`src/rtl/eirq_pkg.sv`:
```
// Shared types and constants for the external pin interrupt sense unit.
// Assumes byte addressing on the register port.
package eirq_pkg;

    // Per-pin sense selection; the code values are software visible.
    typedef enum logic [1:0] {
        SENSE_LOW  = 2'd0,
        SENSE_FALL = 2'd1,
        SENSE_RISE = 2'd2,
        SENSE_BOTH = 2'd3
    } sense_e;

    localparam int STAT_OFS = 'h10;
    localparam int MODE_OFS = 'h14;
    localparam int SENSE_W  = 2;

endpackage

```
`src/rtl/eirq_sync.sv`:
```
// Two-stage synchronizer for a bus of independent asynchronous pins.
// Assumes pins idle high, so both stages reset to 1 to avoid a false
// falling edge when reset is released.
module eirq_sync #(
    parameter int W = 8
) (
    input  logic         clk,
    input  logic         rst_n,
    input  logic [W-1:0] async_i,
    output logic [W-1:0] sync_o
);

    logic [W-1:0] meta_q;
    logic [W-1:0] sync_q;

    for (genvar i = 0; i < W; i++) begin : g_bit
        // Two back-to-back flops per pin.
        always_ff @(posedge clk) begin
            if (!rst_n) begin
                meta_q[i] <= 1'b1;
                sync_q[i] <= 1'b1;
            end else begin
                meta_q[i] <= async_i[i];
                sync_q[i] <= meta_q[i];
            end
        end
    end

    assign sync_o = sync_q;


    sync_stage_chk: assert property (@(posedge clk) disable iff (!rst_n)
        $past(rst_n) |-> (sync_q == $past(meta_q)));

endmodule

```
`src/rtl/eirq_channel.sv`:
```
// One pin's detection and status state. It compares the synchronized
// sample with the sample from the previous cycle to find edges, keeps a
// sticky status flop for the edge modes, and reports the inverted sample
// directly in low-level mode. Assumes clr_i is a single-cycle pulse.
module eirq_channel
    import eirq_pkg::*;
(
    input  logic   clk,
    input  logic   rst_n,
    input  logic   smp_i,
    input  sense_e sense_i,
    input  logic   clr_i,
    output logic   stat_o
);

    logic prev_q;
    logic stat_q;
    logic fell;
    logic rose;
    logic det;

    // Keep the previous synchronized sample for edge comparison.
    always_ff @(posedge clk) begin
        if (!rst_n) prev_q <= 1'b1;
        else        prev_q <= smp_i;
    end

    assign fell = prev_q & ~smp_i;
    assign rose = ~prev_q & smp_i;

    // Pick the edge that counts for the current sense code.
    always_comb begin
        unique case (sense_i)
            SENSE_FALL: det = fell;
            SENSE_RISE: det = rose;
            SENSE_BOTH: det = fell | rose;
            default:    det = 1'b0;
        endcase
    end

    // Sticky status: detection over clear; held at zero in level mode.
    always_ff @(posedge clk) begin
        if (!rst_n)                    stat_q <= 1'b0;
        else if (sense_i == SENSE_LOW) stat_q <= 1'b0;
        else if (det)                  stat_q <= 1'b1;
        else if (clr_i)                stat_q <= 1'b0;
    end

    assign stat_o = (sense_i == SENSE_LOW) ? ~smp_i : stat_q;


    set_needs_edge_chk: assert property (@(posedge clk) disable iff (!rst_n)
        $rose(stat_q) |-> $past(smp_i != prev_q));


    hold_until_clear_chk: assert property (@(posedge clk) disable iff (!rst_n)
        (stat_q && !clr_i && sense_i != SENSE_LOW) |=> stat_q);


    level_idle_chk: assert property (@(posedge clk) disable iff (!rst_n)
        (sense_i == SENSE_LOW) |=> !stat_q);


    detect_wins_chk: assert property (@(posedge clk) disable iff (!rst_n)
        (clr_i && sense_i == SENSE_BOTH && smp_i != prev_q) |=> stat_q);

endmodule

```
`src/rtl/eirq_regs.sv`:
```
// Register decode: holds the sense-select register, turns writes of zero
// to the status offset into per-pin clear pulses, and muxes read data.
// Assumes DATA_W exceeds SENSE_W*NUM_PINS.
module eirq_regs
    import eirq_pkg::*;
#(
    parameter int NUM_PINS = 8,
    parameter int ADDR_W   = 8,
    parameter int DATA_W   = 32
) (
    input  logic                          clk,
    input  logic                          rst_n,
    input  logic [ADDR_W-1:0]             addr_i,
    input  logic                          wen_i,
    input  logic [DATA_W-1:0]             wdata_i,
    input  logic [NUM_PINS-1:0]           stat_i,
    output logic [DATA_W-1:0]             rdata_o,
    output logic [SENSE_W*NUM_PINS-1:0]   mode_o,
    output logic [NUM_PINS-1:0]           clr_o
);

    localparam int MODE_BITS = SENSE_W * NUM_PINS;

    logic [MODE_BITS-1:0] mode_q;
    logic                 hit_stat;
    logic                 hit_mode;
    logic                 unused_hi;

    assign hit_stat  = (addr_i == ADDR_W'(STAT_OFS));
    assign hit_mode  = (addr_i == ADDR_W'(MODE_OFS));
    assign unused_hi = ^wdata_i[DATA_W-1:MODE_BITS];

    // Sense-select register update.
    always_ff @(posedge clk) begin
        if (!rst_n)                mode_q <= '0;
        else if (wen_i && hit_mode) mode_q <= wdata_i[MODE_BITS-1:0];
    end

    // Clear pulse per pin where a zero is written to the status offset.
    always_comb begin
        clr_o = '0;
        if (wen_i && hit_stat) clr_o = ~wdata_i[NUM_PINS-1:0];
    end

    // Read mux; unmapped offsets return zero.
    always_comb begin
        rdata_o = '0;
        if (hit_stat)      rdata_o[NUM_PINS-1:0]  = stat_i;
        else if (hit_mode) rdata_o[MODE_BITS-1:0] = mode_q;
    end

    assign mode_o = mode_q;


    mode_stable_chk: assert property (@(posedge clk) disable iff (!rst_n)
        !(wen_i && hit_mode) |=> $stable(mode_q));


    unmapped_zero_chk: assert property (@(posedge clk) disable iff (!rst_n)
        (!hit_stat && !hit_mode) |-> (rdata_o == '0));

endmodule

```
`src/rtl/eirq_sense_unit.sv`:
```
// Top of the external pin interrupt sense unit: synchronizer, register
// decode, and one detection channel per pin. Each request output is the
// pin's status bit. Assumes a single clock domain for the register port.
module eirq_sense_unit
    import eirq_pkg::*;
#(
    parameter int NUM_PINS = 8,
    parameter int ADDR_W   = 8,
    parameter int DATA_W   = 32
) (
    input  logic                clk,
    input  logic                rst_n,
    input  logic [NUM_PINS-1:0] pin_i,
    input  logic [ADDR_W-1:0]   reg_addr,
    input  logic                reg_wen,
    input  logic [DATA_W-1:0]   reg_wdata,
    output logic [DATA_W-1:0]   reg_rdata,
    output logic [NUM_PINS-1:0] req_o
);

    localparam int MODE_BITS = SENSE_W * NUM_PINS;

    logic [NUM_PINS-1:0]  smp;
    logic [NUM_PINS-1:0]  clr;
    logic [NUM_PINS-1:0]  stat;
    logic [MODE_BITS-1:0] mode;

    eirq_sync #(.W(NUM_PINS)) u_sync (
        .clk     (clk),
        .rst_n   (rst_n),
        .async_i (pin_i),
        .sync_o  (smp)
    );

    eirq_regs #(
        .NUM_PINS (NUM_PINS),
        .ADDR_W   (ADDR_W),
        .DATA_W   (DATA_W)
    ) u_regs (
        .clk     (clk),
        .rst_n   (rst_n),
        .addr_i  (reg_addr),
        .wen_i   (reg_wen),
        .wdata_i (reg_wdata),
        .stat_i  (stat),
        .rdata_o (reg_rdata),
        .mode_o  (mode),
        .clr_o   (clr)
    );

    for (genvar n = 0; n < NUM_PINS; n++) begin : g_chan
        eirq_channel u_chan (
            .clk     (clk),
            .rst_n   (rst_n),
            .smp_i   (smp[n]),
            .sense_i (sense_e'(mode[SENSE_W*n +: SENSE_W])),
            .clr_i   (clr[n]),
            .stat_o  (stat[n])
        );
    end

    assign req_o = stat;


    reset_quiet_chk: assert property (@(posedge clk)
        !rst_n |=> (mode == '0));

endmodule

```
`config.mk`:
```
export PLATFORM = sky130hd
export DESIGN_NAME = eirq_sense_unit
export DESIGN_NICKNAME = d
export VERILOG_FILES = /design/src/rtl/eirq_pkg.sv /design/src/rtl/eirq_sync.sv /design/src/rtl/eirq_channel.sv /design/src/rtl/eirq_regs.sv /design/src/rtl/eirq_sense_unit.sv
export SDC_FILE = /design/constraint.sdc
export NUM_CORES = 1
export LEC_CHECK = 0
export BUFFER_PORTS_ARGS = -buffer_cell sky130_fd_sc_hd__buf_2
export CAP_MARGIN = 20
export CORE_MARGIN = 1
export CORE_UTILIZATION = 37
export DETAILED_ROUTE_END_ITERATION = 10
export SLEW_MARGIN = 40
export SYNTH_ARGS = -nofsm -noshare
export SYNTH_HDL_FRONTEND = slang
export SYNTH_SLANG_ARGS = --single-unit
```
`constraint.sdc`:
```
create_clock -name clk -period 4.4 [get_ports clk]
set_input_delay 0 -clock clk [delete_from_list [all_inputs] [get_ports clk]]
set_output_delay 0 -clock clk [all_outputs]
set_load 0.05 [all_outputs]
```
==> impl_metrics.toml <==
[timing]
setup_tns_ns = 0
rsz0062_at_grt = "no"
maxSlewHeadroom_pct = 59.45
finalSetupViolations = 0
drv_slew = 0
min_period_over_period_pct = 47.32
timing.fmax_mhz = 480.3
finalHoldViolations = 0
fin_crit_ns = 2.082
clock_skew_ns = 0.01055
fin_ws_ns = 2.318
tightest_slew_ns = 0.6083

[hold_path]
holdCritStartpoint = "rst_n"
hold_class = "input port to flop"

[pwr]
internal_power_uw = 610.0
switching_share_pct = 25.93
power_switching_uw = 213.5
peakVddDrop_v = 0.0001526
combPwrFrac_pct = 13.5
pwr_density_cell_nw_per_um2 = 268.9
clock_power_share_pct = 32.3
seqPwrFrac_pct = 54.2
p_leak_nw = 1.591

[logic_synthesis]
postSynthAreaPerCell_sq_um = 8.732
synthMuxAreaShare_pct = 9.519
synth.top_cell.area_share_pct = 38.08
yosys_warnings = 0
yosys.area.top_type = "dfxtp_1"
yosys.area_share.simple_pct = 18.59
synth_cell_types = 27
synth_top_family_by_area = "simple AND/OR/NAND/NOR gates"
synth_compound_area_share_pct = 12.30
synth_cells = 289
synth-adder-area-share_pct = 7.933
synth_area_sq_um = 2524
ys_seq_elements = 48
yosysSeqAreaShare_pct = 38.08
synth_xor_area_share_pct = 0
synth_area_leaders = "dfxtp_1 38%, mux2i_1 9.5%, ha_1 7.9%"

[place]
gp_congestion = 0.7121
hpwl_um = 3639
io_buffers = 58
dp_cells = 403
dpl_cell_area_sq_um = 2733
dp_slack_ns = 2.285

[cts]
clockBufferDepth = 2
numCtsBuffers = 5
cts_setup_buffers = 0
cts_tree = "built"
ctsHtreeMaxLevel = 2
clkTransAtPathRegs_ns = 0.08
cts.sinks = 48
cts_root_buf = "clkbuf_8"
clk_latency_ns = 0.30

[global_routing]
antenna_found_initial = 0
globalRouteOverflowTotal = 0
grt_usage_pct = 15.41
grt_max_degree = 65
grt_pass1_wl_um = 8783
grt_pass1_vias = 1879

[outcome]
status = "finished with violations"
violations = "design-rule violations"

[routing]
dr.pass1.iters = 10
vias = 2038
drt-total-wl_um = 5157
drcViolationCount = 1
via_per_inst = 4.685
detail_route.wl_per_cell_um = 11.86
drtAntennaViolNets = 0
drtIter0Drc = 104

[setup_path]
critPathLaunch = "reg_addr[5]"
crit_chain = "buf_2 -> or4b_1 -> nor2_1 -> buf_4 -> o2bb2ai_1 -> buf_2"
worstSetupEndpointType = "primary output"
r2r_start = "g_chan[1].u_chan.prev_q"
worst-path-buf-inv = 3
crit_required_ns = 4.40
slowest_delay_ns = 0.74
critPathMostFrequentCell = "buf_2"
critPathArrivalTime_ns = 2.08
startpoint_type = "input port"
cp_max_fo = 11
worstSetupPathType = "input port to primary output"
crit_slowest_cell = "or4b_1"
path_delay_family = "simple AND/OR/NAND/NOR gates"

[floorplanning]
die_area_sq_um = 7155
pin_count = 91
die_h_um = 84.59
start_util_pct = 39.07
coreArea_sq_um = 6459
die-width_um = 84.59
row_count = 29

[cells_and_area]
fin_cells = 435
drive_above_1_share_pct = 18.72
area_growth_pct = 21.37
final_area_sq_um = 3063
diodes = 0
fin_nets = 424

[run]
drv_cap = 0
[worst paths after layout]
check | to | slack (ns) | cells past startpoint
max | reg_rdata[5] | 2.32 | 6
min reg2reg | u_sync.sync_o[2] | 0.41 | 1
min | g_chan[0].u_chan.prev_q | 0.16 | 2
max reg2reg | g_chan[1].u_chan.stat_q | 3.20 | 5
[worst register-to-register path: stages, from the launching register on]
cell and delay, ns:
dfxtp_1 0.35, inv_1 0.05, ha_1 0.27, nand2b_1 0.14, a31o_1 0.21, a21oi_1 0.12
[power by group through the flow]
stage	sequential [mW]	clock, mW	combinational (mW)
6_report	0.446	0.266	0.112
5_1_grt	0.448	0.300	0.121
4_1_cts	0.446	0.278	0.112
3_5_place_dp	0.457	0	0.0956
3_3_place_gp	0.456	0	0.0947
2_1_floorplan	0.456	0	0.0854
[layout make-up]
type,count,area (sq um)
flip-flops and latches,48,960.9
multi-input cells,194,1281
clock buffers,8,90.09
inverters,25,93.84
fillers,669,3396
repair buffers,83,540.5
well taps,77,96.34
[cells by family after synthesis]
kind of cell	after synthesis
muxes	24
buffers and inverters	62
adders and majority gates	16
other	1
and+or+nand+nor	94
AOI/OAI and AO/OA	44
DFF	48
[through the flow]
stage / util (%) / hold slack, ns / total power, mW
global placement: 42.25 / 0.1791 / 0.5511
global route: 47.42 / 0.1793 / 0.8696
finish: 47.42 / 0.1573 / 0.8235
CTS: 47.42 / 0.1513 / 0.8362
floorplan: - / 0.1015 / 0.5411
detailed placement: 42.31 / 0.1850 / 0.5523
[sequential cells by signal, indices dropped and copies added (netlist names)]
register	cells
u_sync.meta_q	8
g_chan.u_chan.stat_q	8
g_chan.u_chan.prev_q	8
u_regs.mode_o	16
u_sync.sync_o	8
[Yosys cell counts]
master     number
nand2b_1       24
a31o_1          4
buf_4          24
conb_1          1
a31oi_1         4
nor2_1          9
or4_1           1
o211ai_1        4
a21oi_1         8
inv_2           1
buf_6           2
or4b_1          2
dfxtp_1        48
ha_1           16
clkbuf_1        8
and2_1          8
nand3b_1        4
nand2_1        44
o41ai_1         8
or2_1           1
buf_2           1
or3_1           1
o21ai_0         8
inv_1          24
mux2i_1        24
o2bb2ai_1       8
buf_1           2
[layout by cell type (no fill, tap or decap), drive strengths merged, types with 8 or more instances in the layout]
cell type,n
a21oi,8
and2,8
buf,59
clkbuf,8
conb,16
dfxtp,48
dlygate4sd3,24
ha,16
inv,25
mux2i,24
nand2,44
nand2b,24
nor2,9
o21ai,8
o2bb2ai,8
o41ai,8
[per-layer routing]
layer	vias up	global-route usage (%)	routed length, um
met3	7	3.540	236
met1	919	20.27	2438
met5	-	0	0
met4	0	4.160	61
li1	1056	-	-
met2	56	25.42	2420
[repair_timing]
action	in CTS	in global routing
endpoints found under the hold margin	24	0
setup endpoints to repair	0	0
gates resized for setup	0	0
hold buffers	24	0
(Power assumes the default switching activity.)
